`config.mk`:
```
export PLATFORM = sky130hd
export DESIGN_NAME = irq_prio_ctl
export DESIGN_NICKNAME = d
export VERILOG_FILES = /design/src/rtl/irq_pkg.sv /design/src/rtl/irq_src_stage.sv /design/src/rtl/irq_arbiter.sv /design/src/rtl/irq_prio_ctl.sv
export SDC_FILE = /design/constraint.sdc
export NUM_CORES = 1
export LEC_CHECK = 0
export BUFFER_PORTS_ARGS = -buffer_cell sky130_fd_sc_hd__buf_2
export CORE_ASPECT_RATIO = 0.9
export CORE_MARGIN = 3
export CORE_UTILIZATION = 50
export DETAILED_ROUTE_END_ITERATION = 7
export PLACE_DENSITY = 0.67
export SYNTH_ARGS = -nofsm -noshare
export SYNTH_HDL_FRONTEND = slang
export SYNTH_SLANG_ARGS = --single-unit
export TNS_END_PERCENT = 100
```
`constraint.sdc`:
```
create_clock -name clk -period 25.8 [get_ports clk]
set_clock_uncertainty 0.1 [all_clocks]
set_input_delay 3.87 -clock clk [delete_from_list [all_inputs] [get_ports clk]]
set_output_delay 3.87 -clock clk [all_outputs]
set_load 0.01 [all_outputs]
```
`src/rtl/irq_pkg.sv`:
```
package irq_pkg;
  localparam int VEC_W   = 8;
  localparam int PRI_W   = 5;
  localparam int PRI_LSB = VEC_W - PRI_W;
  localparam int MIN_VEC = 16;

  typedef logic [VEC_W-1:0] vec_t;
  typedef logic [PRI_W-1:0] pri_t;

  // priority class carried in the top bits of a vector
  function automatic pri_t vec_pri(vec_t v);
    return v[VEC_W-1:PRI_LSB];
  endfunction

  function automatic logic vec_ok(vec_t v);
    return int'(v) >= MIN_VEC;
  endfunction

  // a vector may interrupt only above the running priority
  function automatic logic beats_floor(vec_t v, pri_t floor);
    return vec_ok(v) && (vec_pri(v) > floor);
  endfunction
endpackage

```
`src/rtl/irq_src_stage.sv`:
```
module irq_src_stage #(
  parameter int N = 8
) (
  input  logic         clk,
  input  logic         rst_n,
  input  logic [N-1:0] raw,
  input  logic [N-1:0] is_edge,
  input  logic [N-1:0] clr,
  output logic [N-1:0] act
);
  logic [N-1:0] prev_q;
  logic [N-1:0] pend_q;
  logic [N-1:0] pend_d;
  logic [N-1:0] rise;

  assign rise = raw & ~prev_q;

  for (genvar g = 0; g < N; g++) begin : g_src
    // edge sources: latched rising edge, masked by a clear in flight
    // level sources: follow the input directly
    assign act[g]    = is_edge[g] ? ((pend_q[g] | rise[g]) & ~clr[g]) : raw[g];
    assign pend_d[g] = is_edge[g] & (rise[g] | (pend_q[g] & ~clr[g]));
  end

  always_ff @(posedge clk) begin
    if (!rst_n) begin
      prev_q <= '0;
      pend_q <= '0;
    end else begin
      prev_q <= raw;
      pend_q <= pend_d;
    end
  end
endmodule

```
`src/rtl/irq_arbiter.sv`:
```
module irq_arbiter
  import irq_pkg::*;
#(
  parameter int NSRC  = 10,
  parameter int IDX_W = $clog2(NSRC)
) (
  input  logic [NSRC-1:0]  act,
  input  vec_t [NSRC-1:0]  vecs,
  input  pri_t             floor,
  output logic             found,
  output logic [IDX_W-1:0] idx,
  output vec_t             vec
);
  pri_t best;

  always_comb begin
    found = 1'b0;
    idx   = '0;
    vec   = '0;
    best  = '0;
    // ascending scan with strict compare keeps the lowest index on ties
    for (int i = 0; i < NSRC; i++) begin
      if (act[i] && beats_floor(vecs[i], floor) &&
          (!found || vec_pri(vecs[i]) > best)) begin
        found = 1'b1;
        idx   = IDX_W'(i);
        vec   = vecs[i];
        best  = vec_pri(vecs[i]);
      end
    end
  end
endmodule

```
`src/rtl/irq_prio_ctl.sv`:
```
module irq_prio_ctl
  import irq_pkg::*;
#(
  parameter int   NTMR    = 2,
  parameter vec_t NMI_VEC = 8'hF8
) (
  input  logic                                 clk,
  input  logic                                 rst_n,
  input  logic [VEC_W-1:0]                     irq_pin,
  input  logic [NTMR-1:0]                      tmr_irq,
  input  logic                                 nmi_in,
  input  logic                                 cfg_we,
  input  logic [$clog2(VEC_W+NTMR+1)-1:0]      cfg_sel,
  input  logic [VEC_W:0]                       cfg_wdata,
  input  logic [PRI_W-1:0]                     cur_pri,
  output logic                                 irq_req,
  output logic [VEC_W-1:0]                     irq_vec,
  input  logic                                 irq_ack
);
  localparam int NPINS     = VEC_W;
  localparam int NSRC      = NPINS + NTMR;
  localparam int IDX_W     = $clog2(NSRC);
  localparam int CFG_SEL_W = $clog2(NSRC + 1);
  localparam int MODE_SEL  = NSRC;

  // configuration state
  vec_t [NPINS-1:0] pin_vec_q;
  logic [NPINS-1:0] pin_edge_q;
  vec_t [NTMR-1:0]  tmr_vec_q;
  logic             exp_mode_q;

  // presented-source bookkeeping
  logic [IDX_W-1:0] src_q;
  logic             nmi_sel_q;

  // named internal events
  logic             ack_hit;
  logic [NSRC-1:0]  clr_all;
  logic             nmi_clr;
  logic [NPINS-1:0] pin_act;
  logic [NTMR-1:0]  tmr_act;
  logic             nmi_act;
  logic [NSRC-1:0]  cand_act;
  vec_t [NSRC-1:0]  cand_vec;
  logic             win_found;
  logic [IDX_W-1:0] win_idx;
  vec_t             win_vec;

  always_ff @(posedge clk) begin
    if (!rst_n) begin
      pin_vec_q  <= '0;
      pin_edge_q <= '0;
      tmr_vec_q  <= '0;
      exp_mode_q <= 1'b0;
    end else if (cfg_we) begin
      for (int i = 0; i < NPINS; i++) begin
        if (cfg_sel == CFG_SEL_W'(i)) begin
          pin_vec_q[i]  <= cfg_wdata[VEC_W-1:0];
          pin_edge_q[i] <= cfg_wdata[VEC_W];
        end
      end
      for (int t = 0; t < NTMR; t++) begin
        if (cfg_sel == CFG_SEL_W'(NPINS + t)) tmr_vec_q[t] <= cfg_wdata[VEC_W-1:0];
      end
      if (cfg_sel == CFG_SEL_W'(MODE_SEL)) exp_mode_q <= cfg_wdata[0];
    end
  end

  // acknowledge retires the source currently on the output
  assign ack_hit = irq_ack && irq_req;
  assign nmi_clr = ack_hit && nmi_sel_q;

  always_comb begin
    clr_all = '0;
    if (ack_hit && !nmi_sel_q) clr_all[src_q] = 1'b1;
  end

  irq_src_stage #(.N(NPINS)) u_pins (
    .clk     (clk),
    .rst_n   (rst_n),
    .raw     (irq_pin),
    .is_edge (pin_edge_q),
    .clr     (clr_all[NPINS-1:0] | {NPINS{exp_mode_q}}),
    .act     (pin_act)
  );

  irq_src_stage #(.N(NTMR)) u_tmrs (
    .clk     (clk),
    .rst_n   (rst_n),
    .raw     (tmr_irq),
    .is_edge ({NTMR{1'b1}}),
    .clr     (clr_all[NSRC-1:NPINS]),
    .act     (tmr_act)
  );

  irq_src_stage #(.N(1)) u_nmi (
    .clk     (clk),
    .rst_n   (rst_n),
    .raw     (nmi_in),
    .is_edge (1'b1),
    .clr     (nmi_clr),
    .act     (nmi_act)
  );

  // candidate list: expanded mode replaces the pins with one encoded source
  always_comb begin
    for (int i = 0; i < NPINS; i++) begin
      if (exp_mode_q) begin
        cand_act[i] = (i == 0);
        cand_vec[i] = (i == 0) ? irq_pin : '0;
      end else begin
        cand_act[i] = pin_act[i];
        cand_vec[i] = pin_vec_q[i];
      end
    end
    for (int t = 0; t < NTMR; t++) begin
      cand_act[NPINS+t] = tmr_act[t];
      cand_vec[NPINS+t] = tmr_vec_q[t];
    end
  end

  irq_arbiter #(.NSRC(NSRC), .IDX_W(IDX_W)) u_arb (
    .act   (cand_act),
    .vecs  (cand_vec),
    .floor (cur_pri),
    .found (win_found),
    .idx   (win_idx),
    .vec   (win_vec)
  );

  always_ff @(posedge clk) begin
    if (!rst_n) begin
      irq_req   <= 1'b0;
      irq_vec   <= '0;
      src_q     <= '0;
      nmi_sel_q <= 1'b0;
    end else if (nmi_act) begin
      irq_req   <= 1'b1;
      irq_vec   <= NMI_VEC;
      src_q     <= '0;
      nmi_sel_q <= 1'b1;
    end else begin
      irq_req   <= win_found;
      irq_vec   <= win_found ? win_vec : '0;
      src_q     <= win_idx;
      nmi_sel_q <= 1'b0;
    end
  end
endmodule

```
# Word level (Yosys, flattened, before mapping)
# Index checks and enable logic that the tools add are counted.
# classes
n_reduce_logical	67
div	0
n_addsub	0
n_lt_le_gt_ge	31
n_mux	69
eq_ne	10
bitwise	72
shift	0
mul	0
# ops
cell	n
$mux W8	20
$gt A5 B5 Y1	19
$ge A8 B5 Y1 const B	10
$mux W5	9
$logic_and A1 B1 Y1	33
$and A1 B1 Y1	31
$mux W1	30
$or A1 B1 Y1	22
$reduce_and A2 Y1	11
$eq A4 B3 Y1 const B	4
$not A1 Y1	14
$eq A4 B4 Y1 const B	3
$mux W3	4
$logic_not A1 Y1	10
$mux W10	1
$logic_or A1 B1 Y1	9
$and A8 B8 Y8	1
$eq A4 B2 Y1 const B	2
$mux W4	2
$not A8 Y8	1
$or A8 B8 Y8	1
$lt A4 B5 Y1 const B	1
$demux W1 S4	1
$eq A4 B1 Y1 const B	1
8 further kinds	9
# word_totals
memories	0
rom_bits	0
mem_bits_rw	0
wordCells	280
ff_bits	125
latch_bits	0

# Depth between registers and ports, before layout
# depth
depth_word	50
depth_mapped	95

# Hierarchy
# From an unflattened synthesis, not the netlist that was laid out.
# hier_totals
hier_cells	1030
hier_area_um2	8971.1
# modules_own_cells
module	seq_area_each_um2	cells_per_inst	area_per_inst_um2	instances
irq_prio_ctl	2062.0	447	4320.4	1
irq_arbiter	0.0	472	3601.0	1
irq_src_stage at u_pins	320.3	81	742.0	1
irq_src_stage at u_tmrs	80.1	20	205.2	1
irq_src_stage at u_nmi	40.0	10	102.6	1

# Worst setup path before layout
# No wires, ideal clock.
# synth_path
path_kind	input -> register
startpoint	input irq_pin[7]
endpoint	register irq_vec[2]
path_slack_ps	5721
arrival_time_ps	19861
t_required_ps	25582
n_path_buf	5
cell_stages	87
setup_time_ps	118
cell_sequence	mux2_2 ha_1 and4_1 nor2b_1 nor3_1 nor3_1 nand2_1 ha_1 a21oi_1 a21boi_0 o32a_1 or4_4 and2_4 buf_6 a22oi_1 ha_1 o21ai_0 a21oi_1 (+51 left out) o21ai_0 nand2b_1 a21oi_1 o22a_1 nand2b_1 clkbuf_1 mux2_1 a31oi_1 ha_1 nor2b_1 o21a_1 o21ai_0 nand2b_1 a21oi_1 a31oi_1 o21a_1 or4_1 o2111a_1
# synth_between
elab_chain_cells	43
elab_cells_between_ends	78
# synth_rtl
element	line_no	source
start, declared	irq_prio_ctl.sv:9	input logic [VEC_W-1:0] irq_pin,
$mux W8	irq_prio_ctl.sv:108	if (exp_mode_q) begin
$ge A8 B5 Y1 or $gt A5 B5 Y1 (tied branches)	irq_pkg.sv:16, irq_pkg.sv:21	
$logic_and A1 B1 Y1	irq_pkg.sv:21	return vec_ok(v) && (vec_pri(v) > floor);
$logic_and A1 B1 Y1	irq_arbiter.sv:23	if (act[i] && beats_floor(vecs[i], floor) &&
$mux W5 or $mux W1 (tied branches)	irq_arbiter.sv:23	
$gt A5 B5 Y1 or $logic_not A1 Y1 (tied branches)	irq_arbiter.sv:24	(!found || vec_pri(vecs[i]) > best)) begin
$logic_or A1 B1 Y1	irq_arbiter.sv:24	
$logic_and A1 B1 Y1	irq_arbiter.sv:23	
(+27 left out)	n/a	
$logic_and A1 B1 Y1	irq_arbiter.sv:23	
$mux W5 or $mux W1 (tied branches)	irq_arbiter.sv:23	
$gt A5 B5 Y1 or $logic_not A1 Y1 (tied branches)	irq_arbiter.sv:24	
$logic_or A1 B1 Y1	irq_arbiter.sv:24	
$logic_and A1 B1 Y1	irq_arbiter.sv:23	
$mux W1	irq_arbiter.sv:23	
$not A1 Y1 (no source line)	n/a	
$reduce_or A3 Y1 (no source line)	n/a	
end signal, assigned	irq_prio_ctl.sv:144	irq_vec <= win_found ? win_vec : '0;
end, declared	irq_prio_ctl.sv:17	output logic [VEC_W-1:0] irq_vec,
# Several ways; a longest one is shown, not always the timed one.
# A chain may end at the register's enable or synchronous reset.

# Worst setup path after layout
# layout_path
startpoint	input cur_pri[4]
endpoint	register irq_vec[2]
# layout_between
elab_chain_cells	42
elab_cells_between_ends	97
# layout_rtl
element	line_no	source
start, declared	irq_prio_ctl.sv:15	input logic [PRI_W-1:0] cur_pri,
$gt A5 B5 Y1	irq_pkg.sv:21	
$logic_and A1 B1 Y1	irq_pkg.sv:21	
$logic_and A1 B1 Y1	irq_arbiter.sv:23	
$mux W5 or $mux W1 (tied branches)	irq_arbiter.sv:23	
$gt A5 B5 Y1 or $logic_not A1 Y1 (tied branches)	irq_arbiter.sv:24	
$logic_or A1 B1 Y1	irq_arbiter.sv:24	
$logic_and A1 B1 Y1	irq_arbiter.sv:23	
$mux W5 or $mux W1 (tied branches)	irq_arbiter.sv:23	
(+26 left out)	n/a	
$logic_and A1 B1 Y1	irq_arbiter.sv:23	
$mux W5 or $mux W1 (tied branches)	irq_arbiter.sv:23	
$gt A5 B5 Y1 or $logic_not A1 Y1 (tied branches)	irq_arbiter.sv:24	
$logic_or A1 B1 Y1	irq_arbiter.sv:24	
$logic_and A1 B1 Y1	irq_arbiter.sv:23	
$mux W1	irq_arbiter.sv:23	
$not A1 Y1 (no source line)	n/a	
$reduce_or A3 Y1 (no source line)	n/a	
# Several ways; a longest one is shown, not always the timed one.

==> impl_metrics.toml <==
[detailed_routing]
met1_length_um = 12300
drc = 0
viasPerCell = 6.06
wl_met3_um = 2240
wl_met2_um = 10100
wire_per_inst_um = 20.1
num_vias = 7514
ant_nets = 0
postRouteWirelength_um = 24900
drt_iter0_drc = 688
first_pass_iters = 5
dr.max_layer_used = "met4"

[global_route]
first_global_vias = 6758
track_usage = 0.272
grt_overflow = 0
antenna_found_initial = 0
grt_max_degree = 51
grt_pass1_wl_um = 38600

[final_layout]
num_antenna_cells = 0
multi_input_area_um2 = 5660
area_growth_pct = 11.8
fin_area_um2 = 9490
regArea_um2 = 2500
utilization = 0.578
fin_nets = 1149
drive_gt1_frac = 0.101
fillers = 1509

[min_path]
hold_path.class = "flip-flop to flip-flop"

[worst_setup_path]
cp-end-kind = "flip-flop"
startpoint_type = "primary input"
cp.arrival_ns = 22.81
crit_path_frequent_cell = "o21a_1"
critPathSlowestCell = "a21oi_1"
crit_required_ns = 26.02
critical_path.top_delay_family = "compound AO/OA/AOI/OAI gates"
crit_type = "primary input to flip-flop"
max_stage_delay_ns = 0.91
critPathBufInv = 5
path_max_fanout = 19

[synth]
syn-num-nets = 1126
netlist_instances = 998
synth_edf_count = 0
synth-seq-cells = 125
netlist_area_um2 = 8490
synthArstFlopShare = 0
synth_top_cell_by_area = "dfxtp_1"
synth.avg_cell_area_um2 = 8.51
yosysTopAreaCellShare = 0.295
post-synth-top-count-cell = "nor2_1"
synth_flop_cell = "dfxtp_1"
yosysSeqAreaShare = 0.295
ys_top_cells_by_count = "nor2_1 (145), dfxtp_1 (125), mux2i_1 (102)"
yosys_warnings = 0
synthTopCellsByArea = "dfxtp_1 (29%), ha_1 (14%), mux2i_1 (12%), nor2_1 (6.4%), nor2b_1 (3.7%)"
synth.distinct_cells = 79

[clocking]
clkSlewWorstSetupHoldPaths_ns = 0.06
post_cts_buffers = 0
cts.sinks = 125
clkLatencyLatePin_ns = 0.42
cts_inserted_buffers = 17
cts_root_buf = "clkbuf_16"
cts_tree = "yes"
ctsHoldBuffers = 0
cts.path.max_buffers = 2
postCtsResizedCells = 0
htree_levels = 4

[floorplan]
start_util = 0.517
die_y_um = 130
fp.dieW_um = 143
rows = 44
die_area_um2 = 18600
io_pins = 42
core_area_um2 = 16400

[sta]
tightest_slew_ns = 1.16
hold_ws_ns = 0.365
relSlewSlack = 0.227
hold_viol = 0
rsz0062_at_grt = "no"
drv_slew = 0
fin_setup_tns_ns = 0
fmax_mhz = 44.3
finalSetupViolations = 0
min_period_ns = 22.60
period_share = 0.876

[place]
place_congestion = 0.959
portBuffers = 41
placed_cell_area_um2 = 8830
dp_hpwl_um = 18700

[pwr]
p_total_uw = 510
p_int_uw = 392
swShare = 0.231
p_leak_uw = 0.00433
combPwrFrac = 0.083
p_seq_frac = 0.393
p_switching_uw = 118
ir_drop_mv = 0.0445
pwr-share-clk = 0.524
power_density_nw_per_um2 = 53.7

[status]
status = "complete, no violations"

[flow_run]
maxCapViolations = 0
## final cells by class
class	instances	share of cell area
Multi-Input combinational cell	787	0.596
Sequential cell	125	0.264
Clock buffer	21	0.0496
Tap cell	207	0.0273
Timing Repair Buffer	47	0.0264
Clock inverter	10	0.0196
Inverter	43	0.0170
## cell families (layout without fill, tap and decap cells)
group,after synthesis,after routing,share of synthesized area
flip-flops,125,125,0.295
buffers and inverters,86,121,0.0394
AND/OR/NAND/NOR,392,392,0.229
multiplexers,111,111,0.132
adder cells (fa/ha/maj),95,95,0.140
AO/OA/AOI/OAI,189,189,0.164
## final timing paths
check / cells past startpoint / end / slack [ns] / startpoint
hold / removal: 2 / u_pins.pend_q[1] / 0.37 / pin_edge_q[1]
hold reg to reg: 2 / u_pins.pend_q[1] / 0.37 / pin_edge_q[1]
setup / recovery: 84 / irq_vec[2] / 3.20 / cur_pri[4]
setup reg to reg: 84 / irq_vec[2] / 5.89 / exp_mode_q
## worst register-to-register path, delay by kind of cell, from the launching register on
family,cells,cell delay (ns)
and+or+nand+nor,20,4.45
muxes,5,1.83
AOI/OAI and AO/OA,45,9.33
buffers and inverters,4,0.70
DFF,1,0.31
adders and majority gates,10,3.07
## state kept, by name, indices dropped and copies added, names as in the netlist, 2 cells and up
register	flops
pin_edge_q	8
cand_vec	16
u_pins.prev_q	8
u_tmrs.prev_q	2
u_tmrs.pend_q	2
src_q	4
irq_vec	8
pin_vec_q	64
u_pins.pend_q	8
## power by group through the flow
| stage | sequential (uW) | combinational, uW | clock [uW] |
|---|---|---|---|
| after floorplan | 203 | 27.6 | 0 |
| after global placement | 204 | 41.6 | 0 |
| after detailed placement | 204 | 41.8 | 0 |
| after CTS | 200 | 42.0 | 270 |
| after global routing | 200 | 46.8 | 280 |
| final | 200 | 42.4 | 267 |
## metrics by stage
step           worst slack, ns  std cells
2_1_floorplan             5.72        998
3_5_place_dp              3.13       1209
3_3_place_gp              3.42       1209
4_1_cts                   3.54       1240
6_report                  3.20       1240
5_1_grt                   1.94       1240
## cell usage in the layout (no fill, tap or decap), drive strengths merged, types with 5 or more instances in the layout
cell | synthesis | final
ha | 95 | 95
nand3 | 29 | 29
nand2b | 9 | 9
and3 | 23 | 23
clkbuf | 29 | 21
a221oi | 5 | 5
a21o | 5 | 5
mux2i | 102 | 102
or4 | 5 | 5
o21a | 21 | 21
buf | 14 | 47
o21ai | 30 | 30
a22oi | 5 | 5
bufinv | 0 | 5
clkinv | 1 | 6
o31ai | 5 | 5
inv | 42 | 42
a31oi | 11 | 11
a21oi | 40 | 40
nand3b | 8 | 8
or3 | 6 | 6
a211oi | 8 | 8
dfxtp | 125 | 125
nand2 | 66 | 66
mux2 | 9 | 9
a32oi | 8 | 8
and2 | 11 | 11
nor2b | 50 | 50
nor2 | 145 | 145
nor4 | 10 | 10
nor3 | 12 | 12
o211ai | 6 | 6
## layer usage
layer  vias up  GRT usage
met5         -          0
met3        27     0.0638
met1      3511      0.408
met2       307      0.392
met4         0     0.0653
li1       3669          -
Power figures use the tool's default switching activity.
